**src/rtl/fswd_pkg.sv**
```systemverilog
// Package: shared field widths, reset values and encodings of the
// frequency watchdog. Assumes a fixed 3-bit timer field.
package fswd_pkg;
    localparam int TMR_W = 3;
    localparam logic [TMR_W-1:0] TMR_RESET = 3'd7;

    typedef logic [TMR_W-1:0] tmr_t;

    // Alarm policy picked by the soft-first control bit
    typedef enum logic {
        ALM_HARD_ONLY  = 1'b0,
        ALM_SOFT_FIRST = 1'b1
    } alarm_mode_e;
endpackage

```
**src/rtl/fswd_prescaler.sv**
```systemverilog
// Prescaler: divides the clock into base-unit ticks. The unit is
// BASE_CYCLES clocks, or BASE_CYCLES*LONG_FACTOR when long_base is set.
// Assumes long_base only changes in a cycle where restart is high.
module fswd_prescaler #(
    parameter int BASE_CYCLES = 29_000_000,
    parameter int LONG_FACTOR = 4
) (
    input  logic clk,
    input  logic rst_n,
    input  logic run,
    input  logic restart,
    input  logic long_base,
    output logic tick
);
    localparam int LONG_CYCLES = BASE_CYCLES * LONG_FACTOR;
    localparam int CW = (LONG_CYCLES > 1) ? $clog2(LONG_CYCLES) : 1;

    logic [CW-1:0] pcnt;
    logic [CW-1:0] lim_m1;

    // Last count value of the selected unit
    always_comb begin
        lim_m1 = long_base ? CW'(LONG_CYCLES - 1) : CW'(BASE_CYCLES - 1);
    end

    assign tick = run && (pcnt == lim_m1);

    // Cycle counter within one base unit
    always_ff @(posedge clk) begin
        if (!rst_n) begin
            pcnt <= '0;
        end else if (restart || !run || tick) begin
            pcnt <= '0;
        end else begin
            pcnt <= pcnt + 1'b1;
        end
    end

    assert_presc_in_range_R3: assert property (@(posedge clk) disable iff (!rst_n)
        pcnt <= lim_m1)
        else $error("prescaler beyond selected unit");
endmodule

```
**src/rtl/fswd_countdown.sv**
```systemverilog
// Countdown: counts base ticks down from the timer field. A value of 0
// or 1 expires on the first tick. A load cancels an expiry in the same cycle.
// After an expiry it reloads only when reload_on_exp is high.
module fswd_countdown
    import fswd_pkg::*;
(
    input  logic clk,
    input  logic rst_n,
    input  logic load,
    input  tmr_t load_val,
    input  logic tick,
    input  logic reload_on_exp,
    output logic expire
);
    tmr_t cnt;

    assign expire = tick && !load && (cnt <= tmr_t'(1));

    // Remaining units of the current timeout
    always_ff @(posedge clk) begin
        if (!rst_n) begin
            cnt <= TMR_RESET;
        end else if (load) begin
            cnt <= load_val;
        end else if (expire) begin
            if (reload_on_exp) begin
                cnt <= load_val;
            end
        end else if (tick) begin
            cnt <= cnt - 1'b1;
        end
    end

    assert_load_takes_value_R8: assert property (@(posedge clk) disable iff (!rst_n)
        load |=> (cnt == $past(load_val)))
        else $error("countdown did not take load value");
endmodule

```
**src/rtl/fswd_alarm.sv**
```systemverilog
// Alarm: holds the soft/hard status and the software frequency mode,
// and selects the effective frequency select. Assumes expire is high for
// one cycle per timeout and that keep is the next-cycle enable.
module fswd_alarm
    import fswd_pkg::*;
#(
    parameter int FS_W = 3
) (
    input  logic            clk,
    input  logic            rst_n,
    input  logic            expire,
    input  alarm_mode_e     policy,
    input  logic            keep,
    input  logic            mode_we,
    input  logic            mode_sw,
    input  logic [FS_W-1:0] mode_fs,
    input  logic [FS_W-1:0] hw_fs,
    output logic            hard_q,
    output logic            soft_q,
    output logic            soft_step,
    output logic            sw_q,
    output logic [FS_W-1:0] fs_sel
);
    logic [FS_W-1:0] sw_fs_q;
    logic            hard_event;

    assign soft_step  = expire && (policy == ALM_SOFT_FIRST) && !soft_q;
    assign hard_event = expire && !soft_step;

    // Alarm status: set on expiry, cleared when the watchdog turns off
    always_ff @(posedge clk) begin
        if (!rst_n || !keep) begin
            hard_q <= 1'b0;
            soft_q <= 1'b0;
        end else if (soft_step) begin
            soft_q <= 1'b1;
        end else if (hard_event) begin
            hard_q <= 1'b1;
        end
    end

    // Software mode register; a hard alarm wins over a mode write
    always_ff @(posedge clk) begin
        if (!rst_n) begin
            sw_q    <= 1'b0;
            sw_fs_q <= '0;
        end else begin
            if (hard_event) begin
                sw_q <= 1'b0;
            end else if (mode_we) begin
                sw_q <= mode_sw;
            end
            if (mode_we) begin
                sw_fs_q <= mode_fs;
            end
        end
    end

    // Effective frequency select
    always_comb begin
        fs_sel = sw_q ? sw_fs_q : hw_fs;
    end

    assert_hard_drops_mode_R6: assert property (@(posedge clk) disable iff (!rst_n)
        $rose(hard_q) |-> (!sw_q && fs_sel == hw_fs))
        else $error("hard alarm left software mode on");

    assert_soft_first_R5: assert property (@(posedge clk) disable iff (!rst_n)
        ($rose(hard_q) && policy == ALM_SOFT_FIRST) |-> soft_q)
        else $error("hard alarm before soft alarm");

    assert_status_kept_R7: assert property (@(posedge clk) disable iff (!rst_n)
        (hard_q && keep) |=> hard_q)
        else $error("hard status dropped while enabled");
endmodule

```
**src/rtl/fs_watchdog.sv**
```systemverilog
// Top: frequency watchdog. Holds the control and timer fields, sequences
// enable across power-down, and ties prescaler, countdown and alarm.
// Assumes single-cycle write strobes from an external register bus.
module fs_watchdog
    import fswd_pkg::*;
#(
    parameter int BASE_CYCLES = 29_000_000,
    parameter int LONG_FACTOR = 4,
    parameter int FS_W        = 3
) (
    input  logic            clk,
    input  logic            rst_n,
    input  logic            ctl_we,
    input  logic            ctl_en,
    input  logic            ctl_soft_first,
    input  logic            ctl_long_base,
    input  logic            ctl_rearm_pd,
    input  logic            tmr_we,
    input  logic [2:0]      tmr_val,
    input  logic            mode_we,
    input  logic            mode_sw,
    input  logic [FS_W-1:0] mode_fs,
    input  logic [FS_W-1:0] hw_fs,
    input  logic            kick,
    input  logic            pwr_down,
    output logic            wd_en,
    output logic            hard_alarm,
    output logic            soft_alarm,
    output logic            sw_mode,
    output logic [FS_W-1:0] fs_sel
);
    logic        en_q;
    alarm_mode_e policy_q;
    logic        long_q;
    logic        rearm_q;
    tmr_t        tmr_q;
    logic        pd_q;

    logic        en_nxt;
    logic        pd_exit_arm;
    logic        load;
    logic        run;
    tmr_t        load_val;
    logic        tick;
    logic        expire;
    logic        soft_step;
    logic        hard_q;
    logic        soft_q;

    assign pd_exit_arm = pd_q && !pwr_down && rearm_q;
    assign load        = kick || tmr_we || ctl_we || pd_exit_arm;
    assign run         = en_q && !pwr_down && !hard_q;
    assign load_val    = tmr_we ? tmr_val : tmr_q;

    // Next enable: power-down, then control write, then re-arm
    always_comb begin
        if (pwr_down) begin
            en_nxt = 1'b0;
        end else if (ctl_we) begin
            en_nxt = ctl_en;
        end else if (pd_exit_arm) begin
            en_nxt = 1'b1;
        end else begin
            en_nxt = en_q;
        end
    end

    // Control and timer fields plus power-down history
    always_ff @(posedge clk) begin
        if (!rst_n) begin
            en_q     <= 1'b0;
            policy_q <= ALM_HARD_ONLY;
            long_q   <= 1'b0;
            rearm_q  <= 1'b0;
            tmr_q    <= TMR_RESET;
            pd_q     <= 1'b0;
        end else begin
            en_q <= en_nxt;
            pd_q <= pwr_down;
            if (ctl_we) begin
                policy_q <= alarm_mode_e'(ctl_soft_first);
                long_q   <= ctl_long_base;
                rearm_q  <= ctl_rearm_pd;
            end
            if (tmr_we) begin
                tmr_q <= tmr_val;
            end
        end
    end

    fswd_prescaler #(
        .BASE_CYCLES (BASE_CYCLES),
        .LONG_FACTOR (LONG_FACTOR)
    ) u_presc (
        .clk       (clk),
        .rst_n     (rst_n),
        .run       (run),
        .restart   (load),
        .long_base (long_q),
        .tick      (tick)
    );

    fswd_countdown u_count (
        .clk           (clk),
        .rst_n         (rst_n),
        .load          (load),
        .load_val      (load_val),
        .tick          (tick),
        .reload_on_exp (soft_step),
        .expire        (expire)
    );

    fswd_alarm #(
        .FS_W (FS_W)
    ) u_alarm (
        .clk       (clk),
        .rst_n     (rst_n),
        .expire    (expire),
        .policy    (policy_q),
        .keep      (en_nxt),
        .mode_we   (mode_we),
        .mode_sw   (mode_sw),
        .mode_fs   (mode_fs),
        .hw_fs     (hw_fs),
        .hard_q    (hard_q),
        .soft_q    (soft_q),
        .soft_step (soft_step),
        .sw_q      (sw_mode),
        .fs_sel    (fs_sel)
    );

    assign wd_en      = en_q;
    assign hard_alarm = hard_q;
    assign soft_alarm = soft_q;

    assert_pd_clears_en_R9: assert property (@(posedge clk) disable iff (!rst_n)
        pwr_down |=> !wd_en)
        else $error("enable survived power-down");

    assert_alarm_needs_en_R7: assert property (@(posedge clk) disable iff (!rst_n)
        (hard_alarm || soft_alarm) |-> wd_en)
        else $error("alarm status while disabled");
endmodule

```
**config.mk**
```make
export PLATFORM = sky130hd
export DESIGN_NAME = fs_watchdog
export DESIGN_NICKNAME = d
export VERILOG_FILES = /design/src/rtl/fswd_pkg.sv /design/src/rtl/fswd_prescaler.sv /design/src/rtl/fswd_countdown.sv /design/src/rtl/fswd_alarm.sv /design/src/rtl/fs_watchdog.sv
export SDC_FILE = /design/constraint.sdc
export NUM_CORES = 1
export LEC_CHECK = 0
export CELL_PAD_IN_SITES_DETAIL_PLACEMENT = 1
export CELL_PAD_IN_SITES_GLOBAL_PLACEMENT = 2
export CORE_ASPECT_RATIO = 1.75
export CORE_MARGIN = 5
export CORE_UTILIZATION = 33
export CTS_CLUSTER_DIAMETER = 150
export CTS_CLUSTER_SIZE = 14
export DETAILED_ROUTE_END_ITERATION = 8
export PLACE_DENSITY = 0.83
export SETUP_SLACK_MARGIN = 0.05
export SLEW_MARGIN = 15
export SYNTH_ARGS = -nofsm -noshare
export SYNTH_HDL_FRONTEND = slang
export SYNTH_SLANG_ARGS = --single-unit
```
**constraint.sdc**
```tcl
create_clock -name clk -period 2.95 [get_ports clk]
set_input_delay 0.7375 -clock clk [delete_from_list [all_inputs] [get_ports clk]]
set_output_delay 0.7375 -clock clk [all_outputs]
set_load 0.01 [all_outputs]
```
* Yosys cells after proc, flatten, opt, wreduce, memory -nomap -nowiden
Cells that the tools add are included.
** Storage, ports and cells
- Output and inout port bits :: 7
- Bits of input ports :: 21
- Register bits :: 44
- Logic and storage cells :: 58
** Operators by class
- Mux-type cells :: 10
- $add $sub $neg :: 2
- Bitwise operators :: 2
- Reduce and logical (&&, ||, !) cells :: 29
- Eq/ne operators :: 2
- Magnitude comparators :: 1
** Operator list (number)
- 27-bit by 1-bit adder with 27-bit output (second input constant) :: 1
- 27-bit == test :: 1
- 27-bit two-way mux :: 1
- 3-bit two-way mux :: 6
- 1-bit logical AND :: 10
- 1-bit logical NOT :: 8
- 1-bit logical OR :: 6
- 2-bit AND reduction :: 2
- 2-bit OR reduction :: 2
- 3-bit by 1-bit <= comparator with 1-bit output (second input constant) :: 1
- 1-bit two-way mux :: 3
- 3-bit != test (second input constant) :: 1
- 3-bit nonzero test :: 1
- 3-bit by 1-bit subtractor with 3-bit output (second input constant) :: 1
- 1-bit NOT :: 2

* Longest topological paths before layout
Gate-level depths: netlist (run 1).
- Depth in word-level cells :: 12
- Mapped depth :: 7
- Gate-level depth less buffers :: 6

* Hierarchy
A second synthesis (run 1) with hierarchy kept.
** Unflattened totals
- Cell total of the unflattened synthesis :: 241
- Area, all modules :: 2204.6 µm²
** Modules (own cells, without submodules)
- fswd_prescaler :: times used 1, cells an instance 149, area each 1335.0 µm²
- fs_watchdog :: times used 1, cells an instance 31, area each 326.6 µm²
- fswd_countdown :: times used 1, cells an instance 35, area each 285.3 µm²
- fswd_alarm :: times used 1, cells an instance 26, area each 257.7 µm²

* Worst setup path before layout (run 1)
Ideal clock, no wire load.
- Path type :: in2reg
- Start :: input port pwr_down
- End :: register u_count.cnt[0]
- Buffers on the path :: 0
- Arrival :: 2.035 ns
- Stages :: 5
- Setup time :: 0.117 ns
- Path slack :: 0.798 ns
- Required time :: 2.833 ns
- Path through :: nor3b_1 and4_1 o211ai_2 or4_1 a32o_1
** Between the ends
- Longest elaborated chain between the ends :: 11
- Elaborated cells between the ends (all ways) :: 17
** Ends and longest elaborated chain
- start: declaration :: line fs_watchdog.sv:25 : input logic pwr_down,
- 1-bit logical NOT (*) :: line fs_watchdog.sv:50, fs_watchdog.sv:52
- 1-bit logical AND (2 in series) :: line fs_watchdog.sv:50 : assign pd_exit_arm = pd_q && !pwr_down && rearm_q;
- 1-bit logical OR :: line fs_watchdog.sv:51 : assign load = kick || tmr_we || ctl_we || pd_exit_arm;
- 1-bit logical NOT :: line fswd_countdown.sv:17 : assign expire = tick && !load && (cnt <= tmr_t'(1));
- 1-bit logical AND (2 in series) :: line fswd_countdown.sv:17
- 1-bit logical AND (2 in series) :: line fswd_alarm.sv:27 : assign soft_step = expire && (policy == ALM_SOFT_FIRST) && !soft_q;
- 3-bit != test (no source line)
- 2-bit AND reduction (no source line)
- end signal: assignment :: line fswd_countdown.sv:24 : cnt <= load_val;
- end signal: assignment :: line fswd_countdown.sv:27 : cnt <= load_val;
- end signal: assignment :: line fswd_countdown.sv:30 : cnt <= cnt - 1'b1;
- end: declaration :: line fswd_countdown.sv:15 : tmr_t cnt;
Every way passes the cells marked *; elsewhere a longest branch is shown, timed or not.
A chain may end at the register's enable or synchronous reset.

* Worst setup path after layout (run 1)
- Start :: input port hw_fs[0]
- End :: output port fs_sel[0]
** Between the ends
- Longest elaborated chain between the ends :: 1
** Ends and longest elaborated chain
- start: declaration :: line fs_watchdog.sv:23 : input logic [FS_W-1:0] hw_fs,
- 3-bit two-way mux :: line fswd_alarm.sv:61 : fs_sel = sw_q ? sw_fs_q : hw_fs;
- end: declaration :: line fs_watchdog.sv:30 : output logic [FS_W-1:0] fs_sel
No other way between the ends.

==> run metrics, run 1 <==
drt first pass iters=3; Crit Path Class=input port to primary output; cts bufs inserted=5; Synth top area share=a little over two fifths; initial antenna violation count=0; final slew viol count=0; Critical Path End Type=primary output; gr busiest metal=met2; final WL=5.29 mm; clk root buf=clkbuf_8; GPL Wtd Cong=0.783; via count=1772; Mapped Cells=approximately 230; met2 GRT Util=roughly 29%; CP max FO=1; DP Cell Count=around 340; drt wl/cell=15.3 um; Worst-Skew Late Latency=~0.29 ns; worst-margin pin slew=around 0.45 ns; type of origin of the critical path=input port; top cell type by total area after synthesis=dfxtp_1; Fin. Hold Viols=0; Worst Skew=~0.0025 ns; Fin Hold WS=around 0.45 ns; Global Route met3 Usage=under 10%; Slew Limit Headroom=around 70%; # diodes=0; post-synth cell types=42; Antenna Nets Post-Route=0; min Tclk post-route=between 2 and 3 ns; Cell Count, Final, Fillers Out=about 350; global-route wire length before repair=around 9 mm; Post-CTS Hold Buffers=0; layout cells sized above 1=about 7.1%; # clock sinks=44; DIE WIDTH=roughly 70 um; Lkg Pwr=0.871 nW; most frequent cell after synthesis=dfxtp_1; CTS tree=yes; number of global-route vias before repair=between 1500 and 2000; Post-synth top cells=dfxtp_1, nor2_1, xnor2_1; height of the die=approximately 110 um; Initial Util=about a third; status=finished clean; Peak Freq=around 0.38 GHz; Final setup viols=0; ranking of synthesized cells by area=dfxtp_1, nor2_1, xnor2_1, mux2i_1, xor2_1; # nets final=slightly below 300; I/O Buffers=27; CP Data Arrival Time=between 1.5 and 2 ns; post-cts resize count=0; EDFF count, synth=0; sequential cell area fraction in the yosys report=between 40% and 50%; met1 GRT Util=roughly 13%; top_reg_cell synth=dfxtp_1; largest net degree at the start of global routing=28; synth-to-layout area growth=24.0%; vias per inst=5.12; synthesized area=roughly 2100 um^2; Synth Net Count=256; Worst Hold Class=flip-flop to flip-flop; Ys Warns=0; maximum vdd drop=0.000253 V; clk buf depth=2; core area=approximately 6100 um^2; Avg Cell Area, Syn=8.87 um^2; CP required=~2.2 ns; die area=around 8000 um^2; clock-pin transition on the worst setup and hold timing paths=around 0.080 ns; H-tree levels=2; Setup TNS=0 ns; DRT iter0 DRCs=51; FF+latch count, synth=between 40 and 50; Post-DP HPWL=just over 4 mm; Cell Pwr Density=roughly 440 nW/um^2; RSZ-0062 raised after global routing=false; Max Cap Violations=0; Tot GR Track Use=between 10 and 15%; grt total ovfl=0; final worst path period share=approximately nine tenths; IO Pins=28; fraction of registers with async set/reset=0%; drt drc=0; Post CTS Setup Buffer Count=0; row count=38
-- kinds of logic (layout without fill, tap and decap cells) --
family / after synthesis / in the layout / synth area share, %
fa+ha+maj: 2 / 2 / 1.21
compound gates: 17 / 17 / 6.17
mux: 14 / 14 / 6.96
simple gates: 118 / 118 / 30.2
flops: 44 / 44 / 42.6
xor+xnor: 24 / 24 / 10.2
buf+inv: 14 / 47 / 2.66
-- cell type report --
type                            instances  area [um^2]
Sequential cell                        44          881
Fill cell                             742         3570
Inverter                                7         26.3
Clock buffer                            7         96.3
Timing Repair Buffer                   33          328
Tap cell                               80          100
Multi-Input combinational cell        175         1130
-- final timing paths --
kind,start,to,slack (ns),depth (start not counted)
max,hw_fs[0],fs_sel[0],0.33,3
min,u_presc.pcnt[0],u_presc.pcnt[0],0.45,1
max reg2reg,u_presc.pcnt[10],u_count.cnt[0],0.81,5
min reg2reg,u_presc.pcnt[0],u_presc.pcnt[0],0.45,1
-- layer usage --
layer,vias up,share of wire [%]
met5,-,0
met4,0,1.9
met3,6,3.2
met2,33,56
met1,850,38
li1,883,-
-- power by group --
group | total (mW) | internal (mW) | switching (mW) | leakage [nW]
clock network | 0.407 | 0.209 | 0.198 | 0.0503
logic | 0.107 | 0.0654 | 0.0419 | 0.463
registers | 0.626 | 0.612 | 0.0140 | 0.358
-- placed cells by master (no fill, tap or decap), types with 2 or more instances in the layout --
cell type        synthesis  routed
dfxtp_1                 44      44
nor2_1                  42      42
clkdlybuf4s50_1          0      27
xnor2_1                 16      16
nand2_1                 14      14
mux2i_1                 11      11
nand4_1                  9       9
nor4_1                   8       8
nand3_1                  8       8
xor2_1                   8       8
clkbuf_8                 0       7
inv_1                    6       6
nor3_1                   6       6
and2_1                   5       5
and3_1                   5       5
and4_1                   5       5
buf_4                    0       5
a21oi_1                  4       4
mux2_2                   3       3
nor3b_1                  2       2
nand2b_1                 2       2
or4b_1                   2       2
nand3b_1                 2       2
o21a_1                   2       2
o21ai_0                  2       2
o2111ai_1                2       2
ha_1                     2       2
-- metrics by stage --
stage               setup slack (ns)  util, %  power, mW  cell area [um^2]
detailed placement             0.223     40.2      0.750              2470
floorplan                      0.798        -      0.694              2070
global placement               0.306     40.2      0.746              2470
finish                         0.331     41.8       1.14              2560
CTS                            0.321     41.8       1.17              2560
global route                   0.288     41.8       1.20              2560
-- flip-flops by register name, summed over array words and instances, names as in the netlist --
name             count
u_presc.pcnt        27
tmr_q                3
u_alarm.sw_fs_q      3
u_count.cnt          3
long_q               1
pd_q                 1
policy_q             1
rearm_q              1
u_alarm.hard_q       1
u_alarm.soft_q       1
u_alarm.sw_q         1
wd_en                1
-- critical path, stage by stage --
cell and delay [ns]:
clkdlybuf4s50_1 0.39, mux2_2 0.26, clkdlybuf4s50_1 0.49
(Power assumes the default switching activity.)
==> inputs of run 2 (changes only) <==
CELL_PAD_IN_SITES_DETAIL_PLACEMENT = default   (was 1)
CELL_PAD_IN_SITES_GLOBAL_PLACEMENT = default   (was 2)
CORE_UTILIZATION = 45   (was 33)
PLACE_DENSITY = 0.72   (was 0.83)
SLEW_MARGIN = default   (was 15)
==> run 2 against run 1 <==
Utilization grew 16 points. Sequential share of layout area grew 0.19 points. Critical path type unchanged. Largest power group unchanged. Highest routed layer unchanged. Critical endpoint is now fs_sel[2]. Clock skew grew 0.0024 ns.
==> run metrics, run 2 (same netlist as run 1, synthesis figures left out) <==
CP required=2.21 ns (about the same); CP max FO=1 (unchanged); Worst-Skew Late Latency=0.29 ns (about the same); initial antenna violation count=0 (unchanged); via count=1729 (-2.4%); clk buf depth=2 (unchanged); # diodes=0 (unchanged); final slew viol count=0 (unchanged); Post-CTS Hold Buffers=0 (unchanged); # clock sinks=44 (unchanged); post-cts resize count=0 (unchanged); placed cell areas=2420 um^2 (-1.8%); synth-to-layout area growth=23.3%; fin area=2550 um^2 (-0.54%); DRT iter0 DRCs=29 (-43%); die area=6100 um^2 (-24%); clock-pin transition on the worst setup and hold timing paths=0.08 ns (about the same); drt wl/cell=13.5 um (-12%); Pint=975 uW (+10%); Setup TNS=0 ns (unchanged); largest net degree at the start of global routing=28 (unchanged); Global Route met3 Usage=3.38% (+0.56 points); grt total ovfl=0 (unchanged); Psw=252 uW (-0.77%); Slew Limit Headroom=69.9% (+0.073 points); core area=4440 um^2 (-28%); maximum vdd drop=0.000534 V (+110%); commonest non-fill, non-tap cell in the layout=dfxtp_1; number of global-route vias before repair=1630 (-14%); reg2reg setup slack=0.82 ns (about the same); min Tclk post-route=2.61 ns (-0.0109 ns); power share of the sequential group=51.0% (-3.9 points); DIE WIDTH=61.2 um (-12%); max reg flops=27 (unchanged); gr busiest metal=met2; Worst Skew=0.00493 ns (+0.00243 ns); met2 GRT Util=28.1% (-1.3 points); most frequent cells in the layout=dfxtp_1, nor2_1, clkdlybuf4s50_1; drt drc=0 (unchanged); FILL cells=414 (-44%); Critical Path End Type=primary output; Fin. Hold Viols=0 (unchanged); clock power share=40.5% (+4.8 points); Tot GR Track Use=15.0% (+0.88 points); cts bufs inserted=5 (unchanged); Worst Hold Class=flip-flop to flip-flop; RSZ-0062 raised after global routing=false; switch share=20.5% (-1.7 points); height of the die=99.7 um (-13%); GPL Wtd Cong=0.784 (about the same); Lkg Pwr=0.880 nW (+1.1%); layout cells sized above 1=7.14% (unchanged); drt first pass iters=4 (+1); Max Cap Violations=0 (unchanged); Post-DP HPWL=3.21 mm (-22%); final WL=4.27 mm (-19%); row count=32 (-16%); # nets final=288 (-0.35%); clk root buf=clkbuf_8; status=finished clean; Crit Path Class=input port to primary output; met1 GRT Util=15.3% (+2.4 points); Peak Freq=0.383 GHz (+0.42%); worst-margin pin slew=0.447 ns (-0.00387 ns); Initial Util=46.5% (+13 points); IO Pins=28 (unchanged); CP Data Arrival Time=1.87 ns (about the same); Gate power share=8.5% (-0.9 points); Cell Pwr Density=481 nW/um^2 (+8.2%); Post CTS Setup Buffer Count=0 (unchanged); register name with the most flops=u_presc.pcnt; H-tree levels=2 (unchanged); CTS tree=yes; vias per inst=5.45 (+6.5%); I/O Buffers=27 (unchanged); Antenna Nets Post-Route=0 (unchanged); Final setup viols=0 (unchanged); final worst path period share=88.4% (-0.37 points); type of origin of the critical path=input port; global-route wire length before repair=7.05 mm (-22%)
run 2: changes by cell type in the layout (fill, tap and decap cells not counted):
cell / change
buf_4: -1
bufinv_16: +1
run 2: metal layers:
| metal | up-vias | part of all wire [%] |
|---|---|---|
| met5 | - | 0 |
| met3 | 5 | 5.3 |
| met1 | 802 | 40 |
| met2 | 36 | 53 |
| met4 | 0 | 1.6 |
| li1 | 886 | - |
run 2: final cells by class:
class / count / area (um^2) / share of cell area [%]
Timing Repair Buffer: 32 / 320 / 12.6
Inverter: 7 / 26.3 / 1.03
Clock inverter: 1 / 30.0 / 1.18
Multi-Input combinational cell: 175 / 1130 / 44.4
Clock buffer: 7 / 96.3 / 3.78
Tap cell: 51 / 63.8 / 2.50
Sequential cell: 44 / 881 / 34.6
run 2: path summary, 6_finish.rpt:
check,cells after the start,endpoint,startpoint
worst max-delay path,3,fs_sel[2],hw_fs[2]
worst min-delay path,1,u_presc.pcnt[0],u_presc.pcnt[0]
worst max register to register,5,u_count.cnt[0],u_presc.pcnt[10]
worst min register to register,1,u_presc.pcnt[0],u_presc.pcnt[0]
run 2: per-stage QoR:
step	utilization (%)	setup WS (ns)	hold slack, ns	cells	power (mW)
global route	57.3	0.311	0.475	317	1.28
global placement	54.5	0.293	0.424	309	0.742
floorplan	-	0.798	0.413	233	0.694
finish	57.3	0.342	0.436	317	1.23
detailed placement	54.5	0.254	0.433	309	0.745
CTS	57.3	0.339	0.445	317	1.24
run 2: worst max-delay path: stages:
cell and delay, ns:
clkdlybuf4s50_1 0.40, mux2_2 0.26, clkdlybuf4s50_1 0.48
run 2: power groups by stage:
stage	sequential, mW	combinational [mW]	clock, mW
after global routing	0.628	0.117	0.539
after floorplan	0.636	0.0577	0
after CTS	0.626	0.105	0.514
after global placement	0.640	0.103	0
after detailed placement	0.640	0.105	0
final	0.626	0.104	0.497
==> inputs of run 3 (changes only) <==
--- a/config.mk
+++ b/config.mk
@@ -8,9 +8,9 @@
 export CORE_ASPECT_RATIO = 1.75
 export CORE_MARGIN = 5
-export CORE_UTILIZATION = 45
+export CORE_UTILIZATION = 54
 export CTS_CLUSTER_DIAMETER = 150
 export CTS_CLUSTER_SIZE = 14
 export DETAILED_ROUTE_END_ITERATION = 8
-export PLACE_DENSITY = 0.72
+export PLACE_DENSITY = 0.84
 export SETUP_SLACK_MARGIN = 0.05
 export SYNTH_ARGS = -nofsm -noshare
==> constraint.sdc (replaced) <==
create_clock -name clk -period 2.95 [get_ports clk]
set_input_delay 0.7375 -clock clk [delete_from_list [all_inputs] [get_ports clk]]
set_output_delay 0.7375 -clock clk [all_outputs]
set_load 0.05 [all_outputs]
==> run 3 against run 2 <==
Clock-buffer cell count is 1 lower. Hold slack better by 0.0073 ns. Sequential share of layout area is 0.10 points higher. Sequential power hardly changed. Utilization is 12 points higher. Clock skew is 0.0084 ns higher.
==> run metrics, run 3 (same netlist as run 1, synthesis figures left out) <==
Final setup viols=0 (unchanged); DRT iter0 DRCs=92 (+220%); number of global-route vias before repair=1823 (+12%); Max Cap Violations=0 (unchanged); die area=5210 um^2 (-15%); worst-margin pin slew=0.509 ns (+0.0623 ns); final WL=4.37 mm (+2.3%); CP max FO=4 (+3); IO Pins=28 (unchanged); switch share=22.3% (+1.8 points); Worst-Skew Late Latency=0.30 ns (about the same); I/O Buffers=27 (unchanged); Fin. Hold Viols=0 (unchanged); CP required=3.15 ns (+0.94 ns); max reg flops=27 (unchanged); DIE WIDTH=56.8 um (-7.3%); Lkg Pwr=0.881 nW (about the same); Psw=269 uW (+6.8%); drt drc=0 (unchanged); # nets final=288 (unchanged); GPL Wtd Cong=0.861 (+9.9%); Crit Path Class=input port to flip-flop; Antenna Nets Post-Route=0 (unchanged); Tot GR Track Use=18.8% (+3.8 points); Cell Count, Final, Fillers Out=312 (-1.6%); min Tclk post-route=2.36 ns (-0.246 ns); commonest non-fill, non-tap cell in the layout=dfxtp_1; Peak Freq=0.423 GHz (+10%); Pint=935 uW (-4.1%); layout cells sized above 1=7.89% (+0.75 points); core area=3660 um^2 (-18%); vias per inst=5.79 (+6.1%); largest net degree at the start of global routing=28 (unchanged); row count=29 (-9.4%); clock power share=37.2% (-3.3 points); Post CTS Setup Buffer Count=0 (unchanged); DP Cell Count=304 (-1.6%); Worst Hold Class=flip-flop to flip-flop; Cell Pwr Density=474 nW/um^2 (-1.6%); status=finished clean; CTS tree=yes; clock-pin transition on the worst setup and hold timing paths=0.09 ns (about the same); synth-to-layout area growth=22.9%; R2R depth=5 (unchanged); maximum vdd drop=0.000493 V (-7.8%); # diodes=0 (unchanged); grt total ovfl=0 (unchanged); Post-CTS Hold Buffers=0 (unchanged); post-cts resize count=0 (unchanged); register name with the most flops=u_presc.pcnt; power share of the sequential group=51.9% (+0.9 points); drt wl/cell=14.0 um (+4.0%); final worst path period share=80.1% (-8.3 points); cts bufs inserted=5 (unchanged); clk buf depth=2 (unchanged); global-route wire length before repair=7.99 mm (+13%); initial antenna violation count=0 (unchanged); Slew Limit Headroom=66.0% (-4.0 points); height of the die=91.8 um (-7.8%); Worst Skew=0.0133 ns (+0.00837 ns); clk root buf=clkbuf_8; drt first pass iters=4 (unchanged); Initial Util=56.4% (+9.9 points); Hold Path Stages=1 (unchanged); Gate power share=10.9% (+2.4 points); Setup TNS=0 ns (unchanged); type of origin of the critical path=input port; Post-DP HPWL=3.26 mm (+1.5%); PnR Total Power=1.20 mW (-1.8%); H-tree levels=2 (unchanged); RSZ-0062 raised after global routing=false; CP Data Arrival Time=2.56 ns (+0.69 ns); # clock sinks=44 (unchanged); via count=1805 (+4.4%); most frequent cells in the layout=dfxtp_1, nor2_1, clkdlybuf4s50_1; Critical Path End Type=flip-flop; final slew viol count=0 (unchanged)
run 3: power groups by stage:
stage	Clock, mW	Combinational, mW	Sequential, mW
final	0.448	0.131	0.625
after global routing	0.483	0.142	0.628
after CTS	0.458	0.133	0.625
after detailed placement	0	0.132	0.639
after global placement	0	0.127	0.638
after floorplan	0	0.0682	0.640
run 3: routing by layer:
layer  up-vias  GRT usage (%)  part of all wire (%)
li1        886              -                     -
met1       858           18.7                    38
met2        48           34.4                    52
met3        13           5.76                   6.1
met4         0           9.28                   3.1
met5         -              0                     0
run 3: final timing paths:
| path | startpoint | endpoint | slack, ns |
|---|---|---|---|
| setup reg to reg | u_presc.pcnt[10] | u_count.cnt[0] | 0.84 |
| hold / removal | u_presc.pcnt[0] | u_presc.pcnt[0] | 0.44 |
| setup / recovery | pwr_down | u_count.cnt[0] | 0.59 |
| hold reg to reg | u_presc.pcnt[0] | u_presc.pcnt[0] | 0.44 |
run 3: per-stage QoR:
| stage | instance area [um^2] | worst slack (ns) | hold WS, ns | utilization [%] |
|---|---|---|---|---|
| floorplan | 2070 | 0.797 | 0.413 | - |
| global placement | 2430 | 0.335 | 0.426 | 66.4 |
| detailed placement | 2430 | 0.263 | 0.432 | 66.4 |
| CTS | 2540 | 0.582 | 0.448 | 69.3 |
| global route | 2540 | 0.445 | 0.486 | 69.3 |
| finish | 2540 | 0.588 | 0.444 | 69.3 |
run 3: area by class of cell:
cell class | count | area [um^2]
sequential | 44 | 881
fill | 306 | 1120
multi-input combinational | 175 | 1130
tap | 46 | 57.6
clock inverter | 2 | 35.0
timing repair buffer | 32 | 338
inverter | 7 | 26.3
clock buffer | 6 | 72.6
run 3: worst max-delay path, cell delays in order:
cell and delay (ns):
clkdlybuf4s50_1 0.45, nor3b_1 0.28, and4_1 0.27, o211ai_2 0.09
or4_1 0.48, a32o_1 0.26
